**src/rtl/corr_pkg.sv**
```systemverilog
package corr_pkg;
  typedef enum logic {
    ENT_NUM = 1'b0,
    ENT_DEN = 1'b1
  } ent_kind_e;
endpackage

```
**src/rtl/corr_lane_serializer.sv**
```systemverilog
module corr_lane_serializer
  import corr_pkg::*;
#(
  parameter int LANES = 4,
  parameter int NUM_W = 8,
  parameter int DEN_W = 8,
  localparam int ENT_W = (NUM_W > DEN_W) ? NUM_W : DEN_W
) (
  input  logic                   clk,
  input  logic                   rst,
  input  logic                   load,
  input  logic [LANES*NUM_W-1:0] num_bus,
  input  logic [LANES*DEN_W-1:0] den_bus,
  output logic                   head_valid,
  output ent_kind_e              head_kind,
  output logic [ENT_W-1:0]       head_data
);
  localparam int ENTRIES = 2 * LANES;
  localparam int CNT_W   = $clog2(ENTRIES + 1);

  logic [ENT_W-1:0] sreg [ENTRIES];
  logic [CNT_W-1:0] left;

  always_ff @(posedge clk) begin
    if (rst) begin
      left <= '0;
    end else if (load && left == '0) begin
      left <= CNT_W'(ENTRIES);
    end else if (left != '0) begin
      left <= left - 1'b1;
    end
  end

  always_ff @(posedge clk) begin
    if (load && left == '0) begin
      for (int i = 0; i < LANES; i++) begin
        sreg[2*i]   <= ENT_W'(num_bus[i*NUM_W +: NUM_W]);
        sreg[2*i+1] <= ENT_W'(den_bus[i*DEN_W +: DEN_W]);
      end
    end else if (left != '0) begin
      for (int i = 0; i < ENTRIES - 1; i++) sreg[i] <= sreg[i+1];
    end
  end

  assign head_valid = (left != '0);
  assign head_kind  = left[0] ? ENT_DEN : ENT_NUM;
  assign head_data  = sreg[0];

  p_busy_load_ignored_r3: assert property (@(posedge clk) disable iff (rst)
    (load && left != '0) |=> (left == $past(left) - 1'b1));
endmodule

```
**src/rtl/corr_pair_mult.sv**
```systemverilog
module corr_pair_mult
  import corr_pkg::*;
#(
  parameter int NUM_W = 8,
  parameter int DEN_W = 8,
  parameter int KV_W  = 8,
  localparam int ENT_W = (NUM_W > DEN_W) ? NUM_W : DEN_W,
  localparam int SQ_W  = 2 * NUM_W,
  localparam int DVS_W = DEN_W + KV_W
) (
  input  logic             clk,
  input  logic             rst,
  input  logic             head_valid,
  input  ent_kind_e        head_kind,
  input  logic [ENT_W-1:0] head_data,
  input  logic [KV_W-1:0]  kvar,
  output logic             pair_valid,
  output logic [SQ_W-1:0]  sq_q,
  output logic [DVS_W-1:0] prod_q
);
  logic [NUM_W-1:0]       num_hold;
  logic signed [SQ_W-1:0] sq_full;
  logic [DVS_W-1:0]       prod_full;

  assign sq_full   = $signed(num_hold) * $signed(num_hold);
  assign prod_full = DVS_W'(head_data[DEN_W-1:0]) * DVS_W'(kvar);

  always_ff @(posedge clk) begin
    if (head_valid && head_kind == ENT_NUM) num_hold <= head_data[NUM_W-1:0];
    if (head_valid && head_kind == ENT_DEN) begin
      sq_q   <= sq_full;
      prod_q <= prod_full;
    end
  end

  always_ff @(posedge clk) begin
    if (rst) pair_valid <= 1'b0;
    else     pair_valid <= head_valid && head_kind == ENT_DEN;
  end

  p_pair_after_den_r7: assert property (@(posedge clk) disable iff (rst)
    pair_valid |-> $past(head_valid && head_kind == ENT_DEN));
endmodule

```
**src/rtl/corr_div_pipe.sv**
```systemverilog
module corr_div_pipe #(
  parameter int DVD_W = 24,
  parameter int DVS_W = 16
) (
  input  logic             clk,
  input  logic             rst,
  input  logic             in_valid,
  input  logic [DVD_W-1:0] dividend,
  input  logic [DVS_W-1:0] divisor,
  output logic             out_valid,
  output logic [DVD_W-1:0] out_q,
  output logic             out_err
);
  for (genvar s = 0; s < DVD_W; s++) begin : g_stage
    logic [DVS_W-1:0] rem_i;
    logic [DVS_W-1:0] dvs_i;
    logic [DVD_W-1:0] qd_i;
    logic             vld_i;
    logic             err_i;
    logic [DVS_W:0]   trial;
    logic [DVS_W:0]   diff;
    logic             ge;
    logic [DVD_W-1:0] qd_q;
    logic             vld_q;
    logic             err_q;

    if (s == 0) begin : g_head
      assign rem_i = '0;
      assign dvs_i = divisor;
      assign qd_i  = dividend;
      assign vld_i = in_valid;
      assign err_i = (divisor == '0);
    end else begin : g_link
      assign rem_i = g_stage[s-1].g_keep.rem_q;
      assign dvs_i = g_stage[s-1].g_keep.dvs_q;
      assign qd_i  = g_stage[s-1].qd_q;
      assign vld_i = g_stage[s-1].vld_q;
      assign err_i = g_stage[s-1].err_q;
    end

    assign trial = {rem_i, qd_i[DVD_W-1]};
    assign diff  = trial - {1'b0, dvs_i};
    assign ge    = (trial >= {1'b0, dvs_i});

    always_ff @(posedge clk) begin
      qd_q  <= {qd_i[DVD_W-2:0], ge};
      err_q <= err_i;
      if (rst) vld_q <= 1'b0;
      else     vld_q <= vld_i;
    end

    if (s < DVD_W - 1) begin : g_keep
      logic [DVS_W-1:0] rem_q;
      logic [DVS_W-1:0] dvs_q;
      always_ff @(posedge clk) begin
        rem_q <= ge ? diff[DVS_W-1:0] : trial[DVS_W-1:0];
        dvs_q <= dvs_i;
      end
    end
  end

  always_ff @(posedge clk) begin
    if (rst) begin
      out_valid <= 1'b0;
      out_err   <= 1'b0;
      out_q     <= '0;
    end else begin
      out_valid <= g_stage[DVD_W-1].vld_q;
      out_err   <= g_stage[DVD_W-1].vld_q & g_stage[DVD_W-1].err_q;
      out_q     <= g_stage[DVD_W-1].err_q ? '0 : g_stage[DVD_W-1].qd_q;
    end
  end

  p_zero_divisor_flag_r6: assert property (@(posedge clk) disable iff (rst)
    (in_valid && divisor == '0) |=> (g_stage[0].vld_q && g_stage[0].err_q));
endmodule

```
**src/rtl/corr_final_result.sv**
```systemverilog
module corr_final_result
  import corr_pkg::*;
#(
  parameter int LANES  = 4,
  parameter int NUM_W  = 8,
  parameter int DEN_W  = 8,
  parameter int KV_W   = 8,
  parameter int FRAC_W = 8,
  localparam int ENT_W = (NUM_W > DEN_W) ? NUM_W : DEN_W,
  localparam int SQ_W  = 2 * NUM_W,
  localparam int DVS_W = DEN_W + KV_W,
  localparam int DVD_W = SQ_W + FRAC_W
) (
  input  logic                   clk,
  input  logic                   rst,
  input  logic                   load,
  input  logic [LANES*NUM_W-1:0] num_bus,
  input  logic [LANES*DEN_W-1:0] den_bus,
  input  logic [KV_W-1:0]        kvar,
  output logic                   res_valid,
  output logic [DVD_W-1:0]       res_q,
  output logic                   res_err
);
  logic             head_valid;
  ent_kind_e        head_kind;
  logic [ENT_W-1:0] head_data;
  logic             pair_valid;
  logic [SQ_W-1:0]  sq_q;
  logic [DVS_W-1:0] prod_q;

  corr_lane_serializer #(.LANES(LANES), .NUM_W(NUM_W), .DEN_W(DEN_W)) u_ser (
    .clk(clk), .rst(rst), .load(load), .num_bus(num_bus), .den_bus(den_bus),
    .head_valid(head_valid), .head_kind(head_kind), .head_data(head_data)
  );

  corr_pair_mult #(.NUM_W(NUM_W), .DEN_W(DEN_W), .KV_W(KV_W)) u_mul (
    .clk(clk), .rst(rst), .head_valid(head_valid), .head_kind(head_kind),
    .head_data(head_data), .kvar(kvar), .pair_valid(pair_valid),
    .sq_q(sq_q), .prod_q(prod_q)
  );

  corr_div_pipe #(.DVD_W(DVD_W), .DVS_W(DVS_W)) u_div (
    .clk(clk), .rst(rst), .in_valid(pair_valid),
    .dividend({sq_q, {FRAC_W{1'b0}}}), .divisor(prod_q),
    .out_valid(res_valid), .out_q(res_q), .out_err(res_err)
  );

  p_result_spacing_r8: assert property (@(posedge clk) disable iff (rst)
    res_valid |=> !res_valid);
endmodule

```
**config.mk**
```make
export PLATFORM = sky130hd
export DESIGN_NAME = corr_final_result
export DESIGN_NICKNAME = d
export VERILOG_FILES = /design/src/rtl/corr_pkg.sv /design/src/rtl/corr_lane_serializer.sv /design/src/rtl/corr_pair_mult.sv /design/src/rtl/corr_div_pipe.sv /design/src/rtl/corr_final_result.sv
export SDC_FILE = /design/constraint.sdc
export NUM_CORES = 2
export LEC_CHECK = 0
export BUFFER_PORTS_ARGS = -buffer_cell sky130_fd_sc_hd__clkbuf_2
export CORE_ASPECT_RATIO = 1.2
export CORE_UTILIZATION = 45
export CTS_CLUSTER_DIAMETER = 80
export DETAILED_ROUTE_END_ITERATION = 10
export MAX_ROUTING_LAYER = met4
export REMOVE_ABC_BUFFERS = 1
export SLEW_MARGIN = 10
export SYNTH_ARGS = -nofsm -noshare
export SYNTH_HDL_FRONTEND = slang
export SYNTH_SLANG_ARGS = --single-unit
```
**constraint.sdc**
```tcl
create_clock -name clk -period 7.45 [get_ports clk]
set_clock_uncertainty 0.05 [all_clocks]
set_input_delay 1.1175 -clock clk [delete_from_list [all_inputs] [get_ports clk]]
set_output_delay 1.1175 -clock clk [all_outputs]
set_load 0.005 [all_outputs]
```
==> results.cfg <==
[outcome]
status = finished clean

[timing]
finalSetupViolCount = 0
hold_viol_final = 0
max_slew_margin = 0.2762
rsz0062_at_grt = false
fmax_ghz = 0.2045
period_minus_slack_ns = 4.889
drv_slew = 0
worst_slew_pin_slew_ns = 1.086
post-route-period-util = 0.6563

[critical_path]
crit_path_start_kind = register
crit_family = adder cells
worstPathMaxFanout = 9
rr_worst_depth = 17
slowest_stage = fa_1
path_class = register to register
critPathCaptureType = register
path_cells = inv_1, nor2_1, inv_1, fa_1, inv_1, fa_1, fa_1, inv_1, fa_1, inv_1, ha_1, o21a_1, nor2_1, a21oi_1, a211oi_1, a21oi_1, xnor2_1
timing.rr.end = u_mul.sq_q[15]
cp_data_arrival_time_ns = 5.34
critPathMaxStageDelay_ns = 0.55
cpMostUsedCell = inv_1
worstPathRequired_ns = 7.91
reg2reg_slack_ns = 2.56
worstPathBufferInverterCount = 5
timing.rr.start = u_mul.num_hold[6]

[logic_synthesis]
synthTopCellsByArea = dfxtp_1 (44%), ha_1 (9.7%), edfxtp_1 (5.5%)
yosys.cell_types.count = 91
syn_area_mm2 = 0.05585
seq_area_frac_synth = 0.4930
yosysTopAreaCell = dfxtp_1
synth-seq-cells = 1324
synth_flop_cell = dfxtp_1
ys_warn_count = 0
async_flop_share = 0
synth_top_area_frac = 0.4376
synth_edf_count = 103
synth_cells = 5147
avgSynthCellArea_um2 = 10.85

[clock_network]
postCtsResizedCells = 0
clock_latency_ns = 0.76
numCtsBuffers = 136
cts_tree = built
path_clk_slew_ns = 0.06
h-tree-depth = 4
cts_root_buf = clkbuf_16
cts_setup_buffers = 0
clock_path_buffers = 3
clock-sinks = 1324
postCtsHoldBufs = 0

[global_routing]
grt_max_degree = 46
grt_usage = 0.1939
grt_pass1_wl_um = 188200
antenna_found_initial = 2
grt-ovfl-total = 0
grt_pass1_vias = 35855

[finish]
area_growth_pct = 12.41
fin_util = 0.5099
drive_gt1_frac = 0.1273
finalNetCount = 5940

[die]
initial_utilization = 0.4536
coreArea_mm2 = 0.1231
rows = 141
fp.dieArea_mm2 = 0.1255
io-pin-count = 101
die_height_um = 387.9
die_x_um = 323.6

[worst_hold_path]
hp-class = register to register
min_to = u_div.g_stage[19].qd_q[14]
hold_start = u_div.g_stage[18].qd_q[13]
min_path_cells = 0

[routing]
drc = 0
vias_per_cell = 5.065
drtAntennaViolNets = 0
drtIter0Drc = 1666
wirelength_um = 116600
via_count = 35883
avgRoutedWirePerCell_um = 16.45
firstDrtPassIters = 6

[place]
gp_routability_congestion = 0.8730
hpwl_um = 90610
portBuffers = 100

[flow_run]
cap_violations = 0
==> registers in the layout (all words and copies together) (netlist names), 23 cells and up <==
signal,flops
u_ser.sreg,64
u_div.g_stage.qd_q,391
u_div.g_stage.err_q,23
u_div.g_stage.vld_q,23
u_div.out_q,24
u_div.g_stage.g_keep.dvs_q,352
u_div.g_stage.g_keep.rem_q,352
==> worst max path at each step <==
stage | start | to | slack, ns | cells past startpoint
floorplan | u_ser.left[0] | u_ser.sreg[0][0] | -0.36 | 4
detailed placement | kvar[4] | u_mul.prod_q[15] | 2.13 | 16
CTS | u_mul.num_hold[6] | u_mul.sq_q[15] | 2.50 | 17
global placement | kvar[4] | u_mul.prod_q[15] | 2.12 | 16
global route | u_mul.num_hold[6] | u_mul.sq_q[15] | 2.27 | 17
finish | u_mul.num_hold[6] | u_mul.sq_q[15] | 2.56 | 17
==> synthesized netlist by cell type (all sizes together), types with 20 or more instances <==
cell    instances
dfxtp        1221
a31oi          38
nor2b          96
xor2           70
mux2i          48
a21o          156
inv           585
nand2         187
o31a           32
nor3           54
clkbuf         37
and2          105
or2            21
buf            26
mux2          294
nor2          250
ha            434
edfxtp        103
nand4          54
o21a           77
fa            100
nand3          52
a21boi         25
and3           50
a211oi         33
o21ai         244
a21oi         234
or3            20
xnor2         170
nand2b         62
o31ai          46
==> metal layers <==
metal,vias to the layer above,global-route usage,wire [um]
met4,0,0.06063,2735
met2,603,0.3267,57300
met1,16992,0.2364,52210
met5,-,-,0
met3,156,0.03039,4326
li1,18132,-,-
==> cell type report <==
class / count / area (um2)
inverter: 585 / 2196
clock inverter: 74 / 869.6
tap: 1644 / 2057
antenna: 3 / 7.507
timing repair buffer: 109 / 568.0
sequential: 1324 / 27540
clock buffer: 171 / 3746
fill: 11285 / 60360
multi-input combinational: 3175 / 25800
==> stage by stage <==
stage / hold slack (ns) / TNS [ns] / worst slack [ns] / area (um2) / instances
5_1_grt: 0.2731 / 0 / 2.271 / 62780 / 7082
2_1_floorplan: 0.2596 / -20.28 / -0.3579 / 55500 / 5084
3_5_place_dp: 0.2621 / 0 / 2.134 / 58160 / 6837
6_report: 0.2627 / 0 / 2.561 / 62790 / 7085
3_3_place_gp: 0.2596 / 0 / 2.120 / 58160 / 6837
4_1_cts: 0.2679 / 0 / 2.503 / 62780 / 7082
==> cell families (layout without fill, tap and decap cells) <==
logic type | after synthesis | in the layout | synth area share
fa+ha+maj | 534 | 534 | 0.1331
compound gates | 1033 | 1033 | 0.1231
other cells | 0 | 3 | 0
flops | 1324 | 1324 | 0.4930
simple gates | 1026 | 1026 | 0.09601
xor+xnor | 240 | 240 | 0.03764
mux | 342 | 342 | 0.07164
buf+inv | 648 | 939 | 0.04554
==> placed cells by master (no fill, tap or decap), types with 105 or more instances in the layout <==
cell type,n
ha_1,434
a21o_1,155
dfxtp_1,1221
nand2_1,177
and2_1,105
a21oi_1,232
nor2_1,246
o21ai_0,241
clkbuf_16,137
mux2_2,228
xnor2_1,170
inv_1,584
Power is not shown: default switching activity piles up to over one toggle a cycle in this logic, so the estimate is an artifact.
